==> config.mk <==
export PLATFORM = sky130hd
export DESIGN_NAME = sfe_responder
export DESIGN_NICKNAME = d
export VERILOG_FILES = /design/src/rtl/sfe_pkg.sv /design/src/rtl/sfe_datapath.sv /design/src/rtl/sfe_control.sv /design/src/rtl/sfe_responder.sv
export SDC_FILE = /design/constraint.sdc
export NUM_CORES = 1
export LEC_CHECK = 0
export ABC_AREA = 1
export BUFFER_PORTS_ARGS = -buffer_cell sky130_fd_sc_hd__buf_2
export CAP_MARGIN = 20
export CELL_PAD_IN_SITES_DETAIL_PLACEMENT = 0
export CELL_PAD_IN_SITES_GLOBAL_PLACEMENT = 1
export CORE_UTILIZATION = 40
export CTS_CLUSTER_SIZE = 40
export DETAILED_ROUTE_END_ITERATION = 8
export GPL_ROUTABILITY_DRIVEN = 0
export PLACE_DENSITY = 0.75
export SKIP_LAST_GASP = 1
export SLEW_MARGIN = 0
export SYNTH_ARGS = -nofsm -noshare
export SYNTH_HDL_FRONTEND = slang
export SYNTH_SLANG_ARGS = --single-unit
==> constraint.sdc <==
create_clock -name clk -period 2.2 [get_ports clk]
set_input_delay 0.11 -clock clk [delete_from_list [all_inputs] [get_ports clk]]
set_output_delay 0.11 -clock clk [all_outputs]
set_load 0.01 [all_outputs]
==> src/rtl/sfe_pkg.sv <==
`timescale 1ns/1ps
package sfe_pkg;
  localparam logic [7:0] OP_WR_ENABLE    = 8'h06;
  localparam logic [7:0] OP_SECTOR_ERASE = 8'hD8;
  localparam logic [7:0] OP_READ_STATUS  = 8'h05;
  localparam int OPCODE_BITS    = 8;
  localparam int ERASE_FRAME    = 32;
  localparam int BIT_CNT_W      = 6;

  typedef struct packed {
    logic startBusy;
    logic startStatus;
  } ctlStrobes_t;
endpackage

==> src/rtl/sfe_datapath.sv <==
`timescale 1ns/1ps
module sfe_datapath import sfe_pkg::*; #(
  parameter int SECTOR_BITS  = 6,
  parameter int SECTOR_SHIFT = 16,
  parameter int ERASE_CYCLES = 1000000,
  parameter int SYNC_STAGES  = 2
) (
  input  logic                   clk,
  input  logic                   rstN,
  input  logic                   spiCsN,
  input  logic                   spiSck,
  input  logic                   spiMosi,
  input  ctlStrobes_t            ctl,
  input  logic [7:0]             statusByte,
  output logic                   opcodeDone,
  output logic                   csRise,
  output logic [7:0]             opcodeVal,
  output logic [BIT_CNT_W-1:0]   bitCount,
  output logic [SECTOR_BITS-1:0] sectorIdx,
  output logic                   busyDone,
  output logic                   spiMiso,
  output logic                   spiMisoEn
);
  localparam int TMR_W = $clog2(ERASE_CYCLES + 1);
  localparam logic [BIT_CNT_W-1:0] LAST_OP_BIT = BIT_CNT_W'(OPCODE_BITS - 1);

  // pin synchronizers: {cs, sck, mosi}
  logic [2:0] syncPipe [SYNC_STAGES];
  always_ff @(posedge clk or negedge rstN) begin
    if (!rstN) begin
      for (int i = 0; i < SYNC_STAGES; i++) syncPipe[i] <= 3'b100;
    end else begin
      syncPipe[0] <= {spiCsN, spiSck, spiMosi};
      for (int i = 1; i < SYNC_STAGES; i++) syncPipe[i] <= syncPipe[i-1];
    end
  end

  logic csNow, sckNow, mosiNow, csPrev, sckPrev;
  assign csNow   = syncPipe[SYNC_STAGES-1][2];
  assign sckNow  = syncPipe[SYNC_STAGES-1][1];
  assign mosiNow = syncPipe[SYNC_STAGES-1][0];

  always_ff @(posedge clk or negedge rstN) begin
    if (!rstN) begin
      csPrev  <= 1'b1;
      sckPrev <= 1'b0;
    end else begin
      csPrev  <= csNow;
      sckPrev <= sckNow;
    end
  end

  logic sckRise, sckFall, csFall;
  assign sckRise = !csNow && sckNow && !sckPrev;
  assign sckFall = !csNow && !sckNow && sckPrev;
  assign csRise  = csNow && !csPrev;
  assign csFall  = !csNow && csPrev;

  // input shifter and bit counter
  logic [ERASE_FRAME-1:0] shiftReg;
  logic [BIT_CNT_W-1:0]   bitCnt;
  logic [7:0]             opcodeReg;
  logic                   opcodeStb;

  always_ff @(posedge clk or negedge rstN) begin
    if (!rstN) begin
      shiftReg  <= '0;
      bitCnt    <= '0;
      opcodeReg <= '0;
      opcodeStb <= 1'b0;
    end else begin
      opcodeStb <= sckRise && (bitCnt == LAST_OP_BIT);
      if (csFall) begin
        bitCnt <= '0;
      end else if (sckRise && bitCnt != '1) begin
        bitCnt <= bitCnt + 1'b1;
      end
      if (sckRise) begin
        shiftReg <= {shiftReg[ERASE_FRAME-2:0], mosiNow};
        if (bitCnt == LAST_OP_BIT) opcodeReg <= {shiftReg[6:0], mosiNow};
      end
    end
  end

  assign opcodeDone = opcodeStb;
  assign opcodeVal  = opcodeReg;
  assign bitCount   = bitCnt;
  assign sectorIdx  = shiftReg[SECTOR_SHIFT +: SECTOR_BITS];

  // status output shifter
  logic       readActive;
  logic [2:0] outIdx;
  logic       misoReg;

  always_ff @(posedge clk or negedge rstN) begin
    if (!rstN) begin
      readActive <= 1'b0;
      outIdx     <= 3'd7;
      misoReg    <= 1'b0;
    end else if (csRise) begin
      readActive <= 1'b0;
    end else if (ctl.startStatus) begin
      readActive <= 1'b1;
      outIdx     <= 3'd7;
      misoReg    <= 1'b0;
    end else if (readActive && sckFall) begin
      misoReg <= statusByte[outIdx];
      outIdx  <= outIdx - 3'd1;
    end
  end

  assign spiMiso   = misoReg;
  assign spiMisoEn = readActive;

  // erase busy timer
  logic [TMR_W-1:0] tmr;
  logic             tmrRun;
  assign busyDone = tmrRun && (tmr == TMR_W'(1));

  always_ff @(posedge clk or negedge rstN) begin
    if (!rstN) begin
      tmr    <= '0;
      tmrRun <= 1'b0;
    end else if (ctl.startBusy) begin
      tmr    <= TMR_W'(ERASE_CYCLES);
      tmrRun <= 1'b1;
    end else if (tmrRun) begin
      tmr <= tmr - 1'b1;
      if (tmr == TMR_W'(1)) tmrRun <= 1'b0;
    end
  end
endmodule

==> src/rtl/sfe_control.sv <==
`timescale 1ns/1ps
module sfe_control import sfe_pkg::*; #(
  parameter int SECTOR_BITS = 6
) (
  input  logic                   clk,
  input  logic                   rstN,
  input  logic                   opcodeDone,
  input  logic                   csRise,
  input  logic [7:0]             opcodeVal,
  input  logic [BIT_CNT_W-1:0]   bitCount,
  input  logic [SECTOR_BITS-1:0] sectorIdx,
  input  logic                   busyDone,
  input  logic [2:0]             blockProtect,
  output ctlStrobes_t            ctl,
  output logic [7:0]             statusByte,
  output logic                   eraseDone,
  output logic [SECTOR_BITS-1:0] eraseSector,
  output logic                   welState,
  output logic                   wipState
);
  localparam int PW = SECTOR_BITS + 1;
  localparam logic [PW-1:0] ALL_SECTORS = PW'(2 ** SECTOR_BITS);

  // protected range: top 2^(k-1) sectors, saturating at all of them
  logic [PW-1:0] protCount;
  logic          sectorLocked;
  always_comb begin
    if (blockProtect == 3'd0)
      protCount = '0;
    else if (int'(blockProtect) - 1 >= SECTOR_BITS)
      protCount = ALL_SECTORS;
    else
      protCount = PW'(1) << (blockProtect - 3'd1);
    sectorLocked = (protCount != '0) && ({1'b0, sectorIdx} >= (ALL_SECTORS - protCount));
  end

  logic eraseGo, welSet;
  assign eraseGo = csRise && !wipState && (opcodeVal == OP_SECTOR_ERASE)
                && (bitCount == BIT_CNT_W'(ERASE_FRAME)) && welState && !sectorLocked;
  assign welSet  = csRise && !wipState && (opcodeVal == OP_WR_ENABLE)
                && (bitCount == BIT_CNT_W'(OPCODE_BITS));

  assign ctl.startBusy   = eraseGo;
  assign ctl.startStatus = opcodeDone && (opcodeVal == OP_READ_STATUS);
  assign statusByte      = {3'b000, blockProtect, welState, wipState};

  logic [SECTOR_BITS-1:0] pendSector;

  always_ff @(posedge clk or negedge rstN) begin
    if (!rstN) begin
      welState    <= 1'b0;
      wipState    <= 1'b0;
      pendSector  <= '0;
      eraseDone   <= 1'b0;
      eraseSector <= '0;
    end else begin
      eraseDone <= busyDone;
      if (eraseGo) begin
        welState   <= 1'b0;
        wipState   <= 1'b1;
        pendSector <= sectorIdx;
      end else begin
        if (welSet)   welState <= 1'b1;
        if (busyDone) wipState <= 1'b0;
      end
      if (busyDone) eraseSector <= pendSector;
    end
  end
endmodule

==> src/rtl/sfe_responder.sv <==
`timescale 1ns/1ps
module sfe_responder import sfe_pkg::*; #(
  parameter int SECTOR_COUNT = 64,
  parameter int SECTOR_SHIFT = 16,
  parameter int ERASE_CYCLES = 1000000,
  parameter int SYNC_STAGES  = 2,
  localparam int SECTOR_BITS = $clog2(SECTOR_COUNT)
) (
  input  logic                   clk,
  input  logic                   rstN,
  input  logic                   spiCsN,
  input  logic                   spiSck,
  input  logic                   spiMosi,
  output logic                   spiMiso,
  output logic                   spiMisoEn,
  input  logic [2:0]             blockProtect,
  output logic                   eraseDone,
  output logic [SECTOR_BITS-1:0] eraseSector
);
  ctlStrobes_t            ctl;
  logic [7:0]             statusByte, opcodeVal;
  logic                   opcodeDone, csRise, busyDone, welState, wipState;
  logic [BIT_CNT_W-1:0]   bitCount;
  logic [SECTOR_BITS-1:0] sectorIdx;

  sfe_datapath #(
    .SECTOR_BITS(SECTOR_BITS), .SECTOR_SHIFT(SECTOR_SHIFT),
    .ERASE_CYCLES(ERASE_CYCLES), .SYNC_STAGES(SYNC_STAGES)
  ) u_dp (
    .clk(clk), .rstN(rstN), .spiCsN(spiCsN), .spiSck(spiSck), .spiMosi(spiMosi),
    .ctl(ctl), .statusByte(statusByte), .opcodeDone(opcodeDone), .csRise(csRise),
    .opcodeVal(opcodeVal), .bitCount(bitCount), .sectorIdx(sectorIdx),
    .busyDone(busyDone), .spiMiso(spiMiso), .spiMisoEn(spiMisoEn)
  );

  sfe_control #(.SECTOR_BITS(SECTOR_BITS)) u_ctrl (
    .clk(clk), .rstN(rstN), .opcodeDone(opcodeDone), .csRise(csRise),
    .opcodeVal(opcodeVal), .bitCount(bitCount), .sectorIdx(sectorIdx),
    .busyDone(busyDone), .blockProtect(blockProtect), .ctl(ctl),
    .statusByte(statusByte), .eraseDone(eraseDone), .eraseSector(eraseSector),
    .welState(welState), .wipState(wipState)
  );
endmodule

==> impl_metrics.py <==
metrics = {
    "outcome": {
        "status": "complete, no violations",
    },
    "logic_synthesis": {
        "yosysTopAreaCellShare_pct": 46.7,
        "synth_edf_count": 0,
        "synth.distinct_cells": 37,
        "synth_nets": 521,
        "synth_warnings": 0,
        "synth_area_per_cell_um2": 8.65,
        "synth-seq-cells": 86,
        "netlist_area_um2": 4290,
        "synth_top_cell_by_area": "dfrtp_1",
        "synth_area_leaders": "dfrtp_1 (47%), nand2_1 (13%), inv_1 (5.3%), ha_1 (5.0%), nand3_1 (4.1%)",
        "synthFlopType": "dfrtp_1",
        "synth_seq_area_share_pct": 50.4,
        "synth_cells": 496,
        "synthArstFlopShare_pct": 100,
    },
    "critical_path": {
        "cpPeakStageDelay_ns": 0.29,
        "critical_path.max_fanout": 5,
        "start_kind": "input port",
        "critical-path-slowest-cell": "ha_1",
        "critical_path_required_ns": 2.47,
        "cp_cell_sequence": "buf_6 -> inv_8 -> ha_4 -> inv_4 -> nor2_4 -> nor2_4 -> nand2_2 -> ha_4 -> inv_2 -> xor2_1 -> ha_1 -> nand2_1 -> nand2_1 -> nand2_1 -> nand3_1 -> nand2_1 -> nand2_1 -> nand2_1 -> nand2_2 -> nand3_4 -> clkbuf_16 -> a21boi_0",
        "crit_type": "in -> reg",
        "path_delay_family": "simple AND/OR/NAND/NOR gates",
        "crit_top_cell": "nand2_1",
        "critPathArrivalTime_ns": 2.39,
        "crit_buf_inv": 5,
        "cp-end-kind": "flip-flop",
    },
    "floorplan": {
        "coreArea_um2": 10400,
        "fp.dieH_um": 106,
        "dieWidth_um": 106,
        "dieArea_um2": 11100,
        "start_util_pct": 41.4,
        "io_pins": 17,
        "row_count": 37,
    },
    "clocking": {
        "tritoncts": "done",
        "cts_buffers": 9,
        "clk-insertion-delay-late_ns": 0.36,
        "cts-root-buf": "clkbuf_8",
        "htreeDepth": 3,
        "cts.sinks": 86,
        "clockBufferDepth": 2,
        "path_clk_slew_ns": 0.09,
    },
    "final_layout": {
        "final_common_cell": "nand2_1",
        "final_layout_size_suffix_gt1_share_pct": 20.1,
        "antenna_cells": 0,
        "layout.cells.non_filler": 682,
        "num-nets-final": 566,
        "area_growth_pct": 19.0,
        "layout_common_cells": "nand2_1 (143), dfrtp_1 (80), inv_1 (55), nand3_1 (32)",
    },
    "routing": {
        "wire_per_inst_um": 12.8,
        "wl_met2_um": 4070,
        "drt_iter0_drc": 145,
        "highest_layer": "met4",
        "detail-route-antenna-nets": 0,
        "num_vias": 3247,
        "drc": 0,
        "drt-met1-wl_um": 4260,
        "totalWireLength_um": 8700,
        "first_pass_iters": 4,
        "dr_wl_met3_um": 268,
        "viasPerCell": 4.76,
    },
    "power_and_ir_drop": {
        "vdd_ir_drop_max_uv": 411,
        "power_density_nw_per_um2": 623,
        "power.leakage_nw": 2.55,
    },
    "placed_design": {
        "place_hpwl_um": 5940,
        "port_buffers": 16,
        "dp_cells": 657,
    },
    "worst_hold_path": {
        "hold_path_class": "in -> async",
    },
    "sta": {
        "slew_viol_final": 0,
        "tightestPinTransition_ns": 0.651,
        "fmax_ghz": 0.472,
        "finClkSkew_ns": 0.0128,
        "fin_crit_ns": 2.12,
        "hold_viol_final": 0,
        "fin_hold_ws_ns": 0.283,
        "setup_violations": 0,
        "fin_crit_sh_pct": 96.2,
        "relSlewSlack_pct": 56.6,
    },
    "global_routing": {
        "antenna_found_initial": 0,
        "grt_pass1_wl_um": 14700,
        "grtUsageTotal_pct": 16.7,
        "grt_overflow_total": 0,
        "grt_start_max_net_pins": 43,
        "grt_pass1_vias": 3204,
    },
    "job": {
        "drv_cap": 0,
    },
}
[power breakdown]
| group | internal, W | switching [W] | leakage, nW |
|---|---|---|---|
| logic | 0.000158 | 0.000221 | 1.38 |
| clock network | 0.000526 | 0.000579 | 0.0956 |
| registers | 0.00165 | 0.0000444 | 1.07 |
[layout make-up]
type | instances | area [um^2]
clock buffers | 9 | 124
clock inverters | 7 | 72.6
fillers | 1015 | 5270
inverters | 62 | 248
multi-input cells | 338 | 1940
flip-flops and latches | 86 | 2160
well taps | 136 | 170
repair buffers | 44 | 388
[per-stage QoR]
step	instance area, um^2	setup TNS, ns	total power [W]	utilization [%]	setup WS [ns]
6_report	5100	0	0.00318	49.2	0.0834
5_1_grt	5100	-0.133	0.00335	49.2	-0.0255
3_5_place_dp	4680	-6.52	0.00205	45.2	-0.276
4_1_cts	4920	0	0.00316	47.4	0.102
2_1_floorplan	4320	0	0.00192	-	0.00659
3_3_place_gp	4680	-4.84	0.00204	45.2	-0.204
[sequential cells by signal (all words and copies together), names as in the netlist]
signal	cells
u_ctrl.eraseDone	1
u_dp.outIdx	3
u_dp.tmr	20
u_dp.syncPipe	3
u_dp.shiftReg	22
u_ctrl.wipState	1
u_ctrl.welState	1
u_dp.opcodeDone	1
u_dp.spiMisoEn	1
u_dp.bitCount	6
u_dp.sckPrev	1
u_ctrl.eraseSector	6
u_dp.mosiNow	1
u_dp.opcodeVal	8
u_ctrl.pendSector	6
u_dp.spiMiso	1
u_dp.csPrev	1
u_dp.tmrRun	1
u_dp.sckNow	1
u_dp.csNow	1
[path summary, 6_finish.rpt]
path | startpoint | endpoint | slack (ns) | cells after the start
worst max-delay path | blockProtect[0] | u_dp.tmr[12] | 0.08 | 22
max in group asynchronous | rstN | u_dp.csPrev | 1.22 | 3
worst min register to register | u_dp.syncPipe[4] | u_dp.sckNow | 0.36 | 0
min in group clk | u_dp.syncPipe[4] | u_dp.sckNow | 0.36 | 0
worst min-delay path | rstN | u_dp.tmr[16] | 0.28 | 2
worst max register to register | u_dp.bitCount[0] | u_dp.tmr[15] | 0.23 | 10
[routing by layer]
metal / track usage (%) / up-vias
li1: - / 1664
met1: 21.9 / 1527
met2: 27.3 / 45
met3: 4.27 / 11
met4: 5.06 / 0
met5: 0 / -
[synthesized netlist by cell type (5+ instances only)]
cell type / count
nand4_1: 7
xor2_1: 13
clkbuf_1: 5
nand2_2: 6
a21oi_2: 10
dfrtp_1: 80
a21oi_1: 8
nand3_1: 35
nor3_1: 10
nor2_1: 29
o21ai_0: 25
inv_1: 60
nand3_2: 5
xnor2_1: 6
ha_1: 17
nand2_1: 146
dfstp_2: 6
[logic make-up after synthesis]
group	after synthesis	synth area share [%]
and+or+nand+nor	250	26.0
DFF	86	50.4
buffers and inverters	73	7.35
AOI/OAI and AO/OA	51	7.47
xor gates and xnor gates	19	3.88
adders and majority gates	17	4.96
[timing repair]
action                                 CTS  global route
endpoints found under the hold margin   43             0
setup buffers                            0             2
setup endpoints to repair                0            23
gates resized for setup                  0            28
hold buffers                             4             0
Note: power is estimated with default switching activity, not from simulation.
